$ cat src/rtl/wake_pkg.sv
`timescale 1ns/1ps
package wake_pkg;

  typedef enum logic [1:0] {
    SRC_PRI_IDLE = 2'd0,
    SRC_SLOW     = 2'd1,
    SRC_FAST_INT = 2'd2,
    SRC_NONE     = 2'd3
  } prior_src_e;

  typedef enum logic [2:0] {
    TGT_XT_LO    = 3'd0,
    TGT_XT_MID   = 3'd1,
    TGT_XT_HI    = 3'd2,
    TGT_XT_PLL   = 3'd3,
    TGT_EXT      = 3'd4,
    TGT_RC       = 3'd5,
    TGT_LF_RC    = 3'd6,
    TGT_FAST_INT = 3'd7
  } tgt_mode_e;

  typedef enum logic [1:0] {
    ST_ASLEEP = 2'd0,
    ST_WAKING = 2'd1,
    ST_RUN    = 2'd2
  } seq_state_e;

  // timer slots
  localparam int NUM_TMR  = 3;
  localparam int TMR_PREP = 0;
  localparam int TMR_OSC  = 1;
  localparam int TMR_IOSC = 2;

  function automatic logic is_xtal(input tgt_mode_e t);
    return (t == TGT_XT_LO) || (t == TGT_XT_MID) ||
           (t == TGT_XT_HI) || (t == TGT_XT_PLL);
  endfunction

endpackage

$ cat src/rtl/exit_delay_plan.sv
`timescale 1ns/1ps
module exit_delay_plan
  import wake_pkg::*;
#(
  parameter int CNT_W   = 5,
  parameter int CSD_CYC = 5,
  parameter int OST_CYC = 12,
  parameter int PLL_CYC = 7,
  parameter int IOB_CYC = 9
) (
  input  prior_src_e                         prior_i,
  input  tgt_mode_e                          tgt_i,
  output logic [NUM_TMR-1:0][CNT_W-1:0]      len_o
);

  localparam logic [CNT_W-1:0] L_PREP = CNT_W'(CSD_CYC);
  localparam logic [CNT_W-1:0] L_XT   = CNT_W'(OST_CYC);
  localparam logic [CNT_W-1:0] L_PLL  = CNT_W'(OST_CYC + PLL_CYC);
  localparam logic [CNT_W-1:0] L_IOB  = CNT_W'(IOB_CYC);

  always_comb begin
    len_o = '0;
    // CPU preparation always applies
    len_o[TMR_PREP] = L_PREP;
    // start-up timer only when the primary clock is not already running
    if (is_xtal(tgt_i) && (prior_i != SRC_PRI_IDLE)) begin
      len_o[TMR_OSC] = (tgt_i == TGT_XT_PLL) ? L_PLL : L_XT;
    end
    // stabilisation only when coming from a slow clock or full sleep
    if ((tgt_i == TGT_FAST_INT) &&
        ((prior_i == SRC_SLOW) || (prior_i == SRC_NONE))) begin
      len_o[TMR_IOSC] = L_IOB;
    end
  end

endmodule

$ cat src/rtl/delay_timer.sv
`timescale 1ns/1ps
module delay_timer #(
  parameter int CNT_W = 5
) (
  input  logic             clk,
  input  logic             rst,
  input  logic             load_i,
  input  logic [CNT_W-1:0] len_i,
  output logic             done_o
);

  logic [CNT_W-1:0] cnt_q;

  always_ff @(posedge clk) begin
    if (rst) begin
      cnt_q  <= '0;
      done_o <= 1'b0;
    end else if (load_i) begin
      cnt_q  <= len_i;
      done_o <= (len_i == '0);
    end else if (cnt_q != '0) begin
      cnt_q <= cnt_q - 1'b1;
      if (cnt_q == CNT_W'(1)) done_o <= 1'b1;
    end
  end


  done_hold_chk: assert property (@(posedge clk) disable iff (rst)
    (!load_i && done_o) |=> done_o);

endmodule

$ cat src/rtl/wake_exit_seq.sv
`timescale 1ns/1ps
module wake_exit_seq
  import wake_pkg::*;
#(
  parameter int CSD_CYC = 5,
  parameter int OST_CYC = 12,
  parameter int PLL_CYC = 7,
  parameter int IOB_CYC = 9
) (
  input  logic       clk,
  input  logic       rst,
  input  logic       wake_i,
  input  logic [1:0] prior_src_i,
  input  logic [2:0] target_i,
  output logic       run_en_o,
  output logic       osc_ready_o,
  output logic       iosc_stable_o
);

  localparam int OSC_MAX = OST_CYC + PLL_CYC;
  localparam int LONG_A  = (CSD_CYC > OSC_MAX) ? CSD_CYC : OSC_MAX;
  localparam int LONGEST = (LONG_A > IOB_CYC) ? LONG_A : IOB_CYC;
  localparam int CNT_W   = $clog2(LONGEST + 1);

  seq_state_e                    state_q;
  tgt_mode_e                     tgt_q;
  logic                          wake_go;
  logic [NUM_TMR-1:0][CNT_W-1:0] len_w;
  logic [NUM_TMR-1:0]            done_w;

  assign wake_go = (state_q == ST_ASLEEP) && wake_i;

  exit_delay_plan #(
    .CNT_W  (CNT_W),
    .CSD_CYC(CSD_CYC),
    .OST_CYC(OST_CYC),
    .PLL_CYC(PLL_CYC),
    .IOB_CYC(IOB_CYC)
  ) u_plan (
    .prior_i(prior_src_e'(prior_src_i)),
    .tgt_i  (tgt_mode_e'(target_i)),
    .len_o  (len_w)
  );

  for (genvar g = 0; g < NUM_TMR; g++) begin : g_tmr
    delay_timer #(.CNT_W(CNT_W)) u_tmr (
      .clk   (clk),
      .rst   (rst),
      .load_i(wake_go),
      .len_i (len_w[g]),
      .done_o(done_w[g])
    );
  end

  always_ff @(posedge clk) begin
    if (rst) begin
      state_q <= ST_ASLEEP;
      tgt_q   <= TGT_LF_RC;
    end else begin
      case (state_q)
        ST_ASLEEP: if (wake_i) begin
          state_q <= ST_WAKING;
          tgt_q   <= tgt_mode_e'(target_i);
        end
        ST_WAKING: if (done_w[TMR_PREP] && done_w[TMR_OSC]) state_q <= ST_RUN;
        default:   state_q <= ST_RUN;
      endcase
    end
  end

  assign run_en_o      = (state_q == ST_RUN);
  assign osc_ready_o   = (state_q != ST_ASLEEP) && is_xtal(tgt_q) && done_w[TMR_OSC];
  assign iosc_stable_o = (state_q != ST_ASLEEP) && (tgt_q == TGT_FAST_INT) && done_w[TMR_IOSC];


  run_gate_chk: assert property (@(posedge clk) disable iff (rst)
    $rose(run_en_o) |-> $past(done_w[TMR_PREP] && done_w[TMR_OSC]));


  run_hold_chk: assert property (@(posedge clk) disable iff (rst)
    run_en_o |=> run_en_o);


  wake_ignore_chk: assert property (@(posedge clk) disable iff (rst)
    ((state_q != ST_ASLEEP) && wake_i) |=> ($stable(tgt_q) && (state_q != ST_ASLEEP)));


  xtal_before_run_chk: assert property (@(posedge clk) disable iff (rst)
    (run_en_o && is_xtal(tgt_q)) |-> osc_ready_o);


  asleep_quiet_chk: assert property (@(posedge clk) disable iff (rst)
    (state_q == ST_ASLEEP) |-> !(run_en_o || osc_ready_o || iosc_stable_o));

endmodule

$ cat config.mk
export PLATFORM = sky130hd
export DESIGN_NAME = wake_exit_seq
export DESIGN_NICKNAME = d
export VERILOG_FILES = /design/src/rtl/wake_pkg.sv /design/src/rtl/exit_delay_plan.sv /design/src/rtl/delay_timer.sv /design/src/rtl/wake_exit_seq.sv
export SDC_FILE = /design/constraint.sdc
export NUM_CORES = 1
export LEC_CHECK = 0
export BUFFER_PORTS_ARGS = -buffer_cell sky130_fd_sc_hd__buf_2
export CORE_MARGIN = 1
export CORE_UTILIZATION = 35
export DETAILED_ROUTE_END_ITERATION = 10
export PLACE_DENSITY_LB_ADDON = 0.3
export SETUP_SLACK_MARGIN = 0.1
export SYNTH_ARGS = -nofsm -noshare
export SYNTH_HDL_FRONTEND = slang
export SYNTH_SLANG_ARGS = --single-unit
export TNS_END_PERCENT = 10
$ cat constraint.sdc
create_clock -name clk -period 1.8 [get_ports clk]
set_input_delay 0.09 -clock clk [delete_from_list [all_inputs] [get_ports clk]]
set_output_delay 0.09 -clock clk [all_outputs]
set_load 0.005 [all_outputs]
# [Yosys cells after proc, flatten, opt, wreduce, memory -nomap -nowiden]
# Cells that the tools add are included.
# Widths: inputs -> output; s select.
[word_totals] n_memories=0 in_bits=8 rom_bits=0 output_inout_bits=3 register_bits=23 latchBits=0 ram_bits=0
[classes] order_cmp=0 reduce_logical=36 n_mux=18 n_shift=0 add_sub_neg=3 mul=0 n_eq_ne=17 bitwise=0 n_div=0
[ops] operator="$mux 5" count=6
[ops] operator="$eq 5x1->1 const B" count=3
[ops] operator="$reduce_bool 5->1" count=3
[ops] operator="$sub 5x1->5 const B" count=3
[ops] operator="$reduce_bool 2->1" count=7
[ops] operator="$eq 3x2->1 const B" count=4
[ops] operator="$logic_not 5->1" count=2
[ops] operator="$reduce_and 2->1" count=5
[ops] operator="$logic_and 1x1->1" count=8
[ops] operator="$logic_or 1x1->1" count=7
[ops] operator="$eq 3x1->1 const B" count=2
[ops] operator="$eq 3x3->1 const B" count=2
[ops] operator="$logic_not 3->1" count=2
[ops] operator="$mux 1" count=6
[ops] operator="$mux 3" count=2
[ops] operator="$eq 2x1->1 const B" count=2
[ops] operator="$eq 2x2->1 const B" count=2
[ops] operator="$mux 2" count=2
[ops] operator="$mux 4" count=1
[ops] operator="$ne 2x2->1 const B" count=2
[ops] operator="$pmux 2 s2" count=1
[ops] operator="$logic_not 2->1" count=1
[ops] operator="$reduce_or 2->1" count=1

# [Longest topological paths before layout]
# Gate-level depths: netlist of run 1.
[depth] depth_word=8 mapped_depth=5 ltp_nobuf=5

# [By module]
# A second synthesis of run 1 with hierarchy kept.
[unflattened] hier_cells=171 hier_area_um2=1425.1
[by_module_without_submodules] mod="delay_timer" seq_area_each_um2=120.1 cells_each=42 area_per_inst_um2=351.6 instances=3
[by_module_without_submodules] mod="wake_exit_seq" seq_area_each_um2=100.1 cells_each=25 area_per_inst_um2=230.2 instances=1
[by_module_without_submodules] mod="exit_delay_plan" seq_area_each_um2=0.0 cells_each=20 area_per_inst_um2=140.1 instances=1

# [Worst setup path after synthesis of run 1]
# OpenSTA, ideal clock, no wires.
[synth_path] path_type="reg-to-reg" start="reg g_tmr[2].u_tmr.cnt_q[0]" end="reg g_tmr[2].u_tmr.cnt_q[0]" period_less_slack_ns=1.599 stages_incl_launch_ff=6 arrival_time_ns=1.513 required_time_ns=1.714 path_slack_ns=0.201 n_path_buf=0 path_cell_list="dfxtp_1 > inv_1 > ha_1 > or4b_4 > a21o_1 > a221oi_2"
[synth_via] elab_chain_len=3 word_cells_on_any_way=5 classes_between="add/sub: 1; mux: 2; reduce/logical: 2"
[synth_rtl] item="start: declaration" line="delay_timer.sv:12" source="logic [CNT_W-1:0] cnt_q;"
[synth_rtl] item="start signal: assignment" line="delay_timer.sv:19" source="cnt_q <= len_i;"
[synth_rtl] item="start signal: assignment" line="delay_timer.sv:22" source="cnt_q <= cnt_q - 1'b1;"
[synth_rtl] item="$sub 5x1->5" line="delay_timer.sv:22"
[synth_rtl] item="$mux 5" line="delay_timer.sv:21" source="end else if (cnt_q != '0) begin"
[synth_rtl] item="$mux 5" line="delay_timer.sv:18" source="end else if (load_i) begin"
# Parallel ways exist; a longest one is shown, timed or not. The select of a mux whose other input is x is not followed.
# A chain may end at the register's enable or synchronous reset.

# [Final worst setup path of run 1]
[layout_path] start="reg g_tmr[1].u_tmr.cnt_q[0]" end="reg g_tmr[1].u_tmr.cnt_q[1]"
[layout_via] elab_chain_len=3 word_cells_on_any_way=5 classes_between="add/sub: 1; mux: 2; reduce/logical: 2"
[layout_rtl] item="start: declaration" line="delay_timer.sv:12"
[layout_rtl] item="start signal: assignment" line="delay_timer.sv:19"
[layout_rtl] item="start signal: assignment" line="delay_timer.sv:22"
[layout_rtl] item="$sub 5x1->5" line="delay_timer.sv:22"
[layout_rtl] item="$mux 5" line="delay_timer.sv:21"
[layout_rtl] item="$mux 5" line="delay_timer.sv:18"
# Parallel ways exist; a longest one is shown, timed or not. The select of a mux whose other input is x is not followed.

==> results of run 1 <==
## worst reg2reg max path, cell delays in order, from the launching register on
cell and delay, ns:
dfxtp_1 0.39, inv_1 0.08, ha_1 0.21, or4b_4 0.50, nand2b_1 0.19, o221a_2 0.27
## kinds of logic (layout without fill, tap and decap cells)
logic type,count (synthesis),in the layout,synth area share [%]
XOR/XNOR,5,5,3.884
adder cells (fa/ha/maj),7,7,7.769
AND/OR/NAND/NOR,51,51,26.31
flip-flops,23,23,40.84
buffers and inverters,12,25,4.771
AO/OA/AOI/OAI,26,26,16.43
## worst max path at each step
stage / startpoint / to / slack, ns / depth (start not counted)
2_1_floorplan: g_tmr[2].u_tmr.cnt_q[0] / g_tmr[2].u_tmr.cnt_q[0] / 0.20 / 5
6_report: g_tmr[1].u_tmr.cnt_q[0] / g_tmr[1].u_tmr.cnt_q[1] / 0.07 / 5
5_1_grt: g_tmr[1].u_tmr.cnt_q[0] / g_tmr[1].u_tmr.cnt_q[0] / 0.02 / 5
4_1_cts: g_tmr[1].u_tmr.cnt_q[1] / g_tmr[1].u_tmr.cnt_q[1] / 0.08 / 5
3_3_place_gp: g_tmr[2].u_tmr.cnt_q[0] / g_tmr[2].u_tmr.cnt_q[0] / 0.1 / 5
3_5_place_dp: g_tmr[2].u_tmr.cnt_q[0] / g_tmr[2].u_tmr.cnt_q[0] / 0.08 / 5
## power by group
part | switching [mW] | internal [mW]
combinational | 0.385 | 0.408
clock | 0.158 | 0.0830
sequential | 0.132 | 0.633
## metal layers
layer	global-route usage, %	vias up	share of wire [%]
li1	-	476	-
met1	20.33	428	50
met2	24.68	16	46
met3	3.297	2	4.0
met4	2.041	0	0.56
met5	0	-	0
## registers in the layout, indices dropped and copies added (netlist names)
signal,cells
tgt_q,3
g_tmr.u_tmr.done_o,3
state_q,2
g_tmr.u_tmr.cnt_q,15
## layout by cell type, fill, tap and decap left out, drive strengths merged, types with 2 or more instances in the layout
master / netlist / layout
a211oi: 2 / 2
a21oi: 8 / 8
a221oi: 2 / 2
a31oi: 3 / 3
and3: 2 / 2
buf: 3 / 12
clkbuf: 0 / 3
dfxtp: 23 / 23
ha: 7 / 7
inv: 9 / 9
nand2: 8 / 8
nand2b: 3 / 3
nand3: 2 / 2
nand3b: 3 / 3
nand4: 2 / 2
nor2: 12 / 12
nor3: 6 / 6
nor3b: 3 / 3
nor4b: 2 / 2
o21ai: 4 / 4
o221a: 2 / 2
or4b: 3 / 3
xnor2: 4 / 4
## what timing repair did
action                                  CTS  global route
setup buffers                             0             0
endpoints found under the setup margin    3             6
pin swaps                                 1             0
gates resized for setup                   2             1
## area by class of cell
cell class,count,area (µm²)
inverters,9,33.78
clock inverters,1,5.005
repair buffers,12,65.06
multi-input cells,89,631.9
clock buffers,3,22.52
flip-flops and latches,23,460.4
well taps,44,55.05
fillers,328,1779
## metrics by stage
| stage | utilization, % | instances |
|---|---|---|
| after floorplan | - | 124 |
| after global placement | 40.20 | 177 |
| after detailed placement | 40.20 | 177 |
| after CTS | 41.52 | 181 |
| after global routing | 41.72 | 181 |
| final | 41.72 | 181 |
==> impl_metrics.toml, run 1 <==
[status]
status = "finished, final reports clean"

[detailed_routing]
ant_nets = 0
drt-wirelength-per-cell_um = 12.72
drtIter0Drc = 64
wirelength_mm = 2.302
drc = 0
via_per_inst = 5.094
vias = 922
first_pass_iters = 4

[timing]
fin_skew_ns = 0.01072
hold_slack_ns = 0.007413
slew_violations = 0
tns_ns = 0
fin_crit_sh_pct = 96.05
slew_headroom_pct = 71.26
worst_pin_slew_ns = 0.4251
setup_violations = 0
hold_viol_final = 0
rsz0062_at_grt = "true"
fin_crit_ns = 1.729
finalWorstSetupSlack_ns = 0.07110
max_freq_mhz = 578.4

[min_path]
min_path_type = "input pin to flip-flop"
min_to = "tgt_q[1]"
min_from = "target_i[1]"
min_path_cells = 3

[synth]
synth_common_cells = "dfxtp_1 (23), nor2_1 (12), inv_1 (9)"
synth.net_count = 139
synth_most_common_cell = "dfxtp_1"
ys_ff_latch = 23
syn_area_per_cell_um2 = 9.091
syn_inst = 124
synth_top_cell_area_share_pct = 40.84
synth_edf_count = 0
yosys_warnings = 0
synth_cell_types = 36
synth_ff_type = "dfxtp_1"
synthArstFlopShare_pct = 0
synth_area_leaders = "dfxtp_1 (41%), ha_1 (7.8%), nor2_1 (4.0%), a21oi_1 (3.6%), xnor2_1 (3.1%)"
yosysTopAreaCell = "dfxtp_1"
syn_area_um2 = 1127
seq_area_frac_synth_pct = 40.84

[placement]
portBuffers = 10
gp_congestion = 0.7905
place_area_um2 = 1227
dpl_worst_slack_ns = 0.07934
post-dp-hpwl_mm = 1.777

[critical_path]
worstSetupPathType = "flip-flop to flip-flop"
r2r_setup_slack_ns = 0.07
path_max_fanout = 6
critPathArrivalTime_ns = 1.95
cpPeakStageDelay_ns = 0.50
crit_path_end_kind = "flip-flop"
cp_top_family = "simple AND/OR/NAND/NOR gates"
cp-start-kind = "flip-flop"
timing.rr.end = "g_tmr[1].u_tmr.cnt_q[1]"
path_cells = "inv_1 -> ha_1 -> or4b_4 -> nand2b_1 -> o221a_2"
r2r_start = "g_tmr[1].u_tmr.cnt_q[0]"
slowest_stage = "or4b_4"
critPathBufInv = 1
reg2reg_depth = 5
cp.required_ns = 2.02

[clocking]
insertion_delay_ns = 0.31
cts_buffers = 3
clk_path_buf_depth = 2
ctsRootBufferMaster = "clkbuf_4"
cts_tree = "done"
clkSinkCount = 23
cts_max_level = 1
path_clk_slew_ns = 0.14
cts_hold_buf = 0

[power]
p_leak_nw = 0.5175
p_total_mw = 1.800
ir_worst_vdd_v = 0.0007175
powerDensity_nw_per_um2 = 1413

[floorplanning]
pin_count = 11
dieWidth_um = 58.76
core-area_um2 = 3053
placementRows = 20
die_y_um = 58.76
start_util_pct = 36.93
design.die.area_um2 = 3452

[global_routing]
grt_usage_pct = 14.91
grt_max_degree = 14
grt_pass1_vias = 913
antenna_found_initial = 0
grt_pass1_wl_mm = 4.015
grt-ovfl-total = 0

[finish]
fin_nets = 153
antenna_cells = 0
layout-drive-gt1-share_pct = 18.98
final_area_um2 = 1274
syn2layout_area_growth_pct = 12.99

[flow_run]
drv_cap = 0
(Power assumes the default switching activity.)
==> run 2: changes to the inputs <==
MAX_ROUTING_LAYER = met4   (was unset)
clock period = 1.39 ns   (was 1.8 ns; I/O delays follow)
==> run 2 against run 1 <==
Against the previous run:
- the flow now finishes with violations (setup timing)
- flip-flop and latch count unchanged
- global-route usage up 3.2 points
- maximum frequency up 13%
- routed wire length up 24%
- register-to-register slack worse by 0.21 ns
- non-clock buffer count up 31
- cell count up 17%
==> impl_metrics.toml, run 2 (synthesis results as in run 1) <==
[status]
status = "complete, but fails checks"
violations = "setup timing"

[power]
p_int_mw = 1.941
ir_worst_vdd_v = 0.001425
clkPwrFrac_pct = 11.0
powerDensity_nw_per_um2 = 1880
p_seq_share_pct = 30.9
switching_share_pct = 35.57
pwr-share-comb_pct = 58.1
switching_power_mw = 1.072
p_leak_nw = 0.7012

[detailed_routing]
first_pass_iters = 4
ant_nets = 0
drt-wirelength-per-cell_um = 13.45
drtIter0Drc = 39
drc = 0
vias = 1037
via_per_inst = 4.892
wirelength_mm = 2.852

[floorplanning]
placementRows = 20
core-area_um2 = 3053
pin_count = 11
die_y_um = 58.76
start_util_pct = 36.93
dieWidth_um = 58.76
design.die.area_um2 = 3452

[global_routing]
use_met3_pct = 4.835
met2_usage_pct = 30.36
grt_util_met1_pct = 22.76
grt-ovfl-total = 0
grt_pass1_vias = 1000
grt_usage_pct = 18.07
grt_pass1_wl_mm = 4.560
top_usage_layer = "met2"
grt_max_degree = 14
antenna_found_initial = 0

[finish]
fin_nets = 184
largest_reg_flops = 15
nFillCells = 300
final_common_cell = "buf_4"
final_cell_mix = "buf_4 (30), dfxtp_1 (15), nor2_1 (11)"
antenna_cells = 0
final_core_util_pct = 52.50
syn2layout_area_growth_pct = 42.18
layout.cells.non_filler = 212
layout-drive-gt1-share_pct = 44.64
largest_registers = "g_tmr.u_tmr.cnt_q x15, g_tmr.u_tmr.done_o x3, tgt_q x3"
top_register = "g_tmr.u_tmr.cnt_q"

[placement]
dp_cells = 204
portBuffers = 10
gp_congestion = 0.8647
post-dp-hpwl_mm = 2.097

[timing]
worst_pin_slew_ns = 0.4110
max_freq_mhz = 654.2
fin_skew_ns = 0.01810
setup_violations = 8
fin_crit_ns = 1.529
slew_violations = 0
slew_headroom_pct = 72.21
fin_crit_sh_pct = 110.0
finalWorstSetupSlack_ns = -0.1385
hold_viol_final = 0
rsz0062_at_grt = "true"

[critical_path]
critPathArrivalTime_ns = 1.77
timing.rr.end = "g_tmr[1].u_tmr.cnt_q[1]"
cp.required_ns = 1.63
r2r_setup_slack_ns = -0.14
path_max_fanout = 4
r2r_start = "g_tmr[1].u_tmr.cnt_q[1]"
reg2reg_depth = 5
crit_path_end_kind = "flip-flop"
worstSetupPathType = "flip-flop to flip-flop"
cp-start-kind = "flip-flop"

[min_path]
min_to = "g_tmr[1].u_tmr.done_o"
min_from = "prior_src_i[1]"
min_path_type = "input pin to flip-flop"
min_path_cells = 3

[flow_run]
drv_cap = 0

[clocking]
ctsRootBufferMaster = "clkbuf_4"
clk_path_buf_depth = 2
path_clk_slew_ns = 0.15
cts_tree = "done"
insertion_delay_ns = 0.33
clkSinkCount = 23
cts_max_level = 1
cts_buffers = 3
[run 2: cell count changes in the layout (fill, tap and decap cells not counted), sizes merged]
cell / previous run / this run
dlygate4sd3: 0 / 2
buf: 12 / 41
[run 2: worst max-delay path by stage]
stage                                        from                       to  slack, ns  cells past startpoint
after floorplan           g_tmr[1].u_tmr.cnt_q[1]  g_tmr[1].u_tmr.cnt_q[1]      -0.12                      5
after global placement    g_tmr[1].u_tmr.cnt_q[1]  g_tmr[1].u_tmr.cnt_q[0]       -0.1                      5
after detailed placement  g_tmr[0].u_tmr.cnt_q[0]  g_tmr[0].u_tmr.cnt_q[1]      -0.18                      4
after CTS                 g_tmr[2].u_tmr.cnt_q[0]  g_tmr[2].u_tmr.cnt_q[0]      -0.14                      5
after global routing      g_tmr[2].u_tmr.cnt_q[0]  g_tmr[2].u_tmr.cnt_q[0]      -0.17                      5
final                     g_tmr[1].u_tmr.cnt_q[1]  g_tmr[1].u_tmr.cnt_q[1]      -0.14                      5
[run 2: cell type report]
cell class              count  area [µm²]  share of cell area, %
multi-input cells          89       709.4                  44.26
flip-flops and latches     23       470.5                  29.35
repair buffers             43       306.5                  19.13
well taps                  44       55.05                  3.435
inverters                   9       33.78                  2.108
clock buffers               3       22.52                  1.405
clock inverters             1       5.005                 0.3123
[run 2: timing repair]
| item | in CTS | in global routing |
|---|---|---|
| hold buffers | 2 | 0 |
| hold endpoints to repair | 2 | 0 |
| resized for setup | 12 | 8 |
| endpoints found under the setup margin | 16 | 16 |
| pin swaps | 4 | 3 |
| buffers inserted | 1 | 1 |
[run 2: per-layer routing]
metal | up-vias | wire (µm)
met5 | - | 0
met1 | 483 | 1309
met4 | 0 | 7
met2 | 16 | 1438
li1 | 536 | -
met3 | 2 | 96
[run 2: worst max-delay path: stages, from the launching register on]
cell	delay, ns
dfxtp_2	0.35
inv_2	0.07
ha_4	0.12
or4b_4	0.48
nand2b_4	0.17
o221a_4	0.25
[run 2: power groups by stage]
stage	Clock [mW]	Combinational (mW)	Sequential (mW)
3_5_place_dp	0	1.55	0.931
3_3_place_gp	0	1.50	0.925
5_1_grt	0.370	1.94	0.948
4_1_cts	0.345	1.69	0.924
2_1_floorplan	0	0.886	0.967
6_report	0.332	1.75	0.930
[run 2: through the flow]
| step | hold slack, ns | setup TNS, ns | instance area, µm² | power [mW] | setup slack [ns] |
|---|---|---|---|---|---|
| final | 0.04370 | -0.4925 | 1603 | 3.013 | -0.1385 |
| after global routing | 0.04688 | -0.9995 | 1603 | 3.257 | -0.1745 |
| after CTS | 0.04206 | -0.5649 | 1573 | 2.961 | -0.1379 |
| after detailed placement | 0.3184 | -1.056 | 1465 | 2.482 | -0.1804 |
| after global placement | 0.3062 | -0.4478 | 1465 | 2.423 | -0.09525 |
| after floorplan | 0.1930 | -0.5255 | 1162 | 1.852 | -0.1175 |
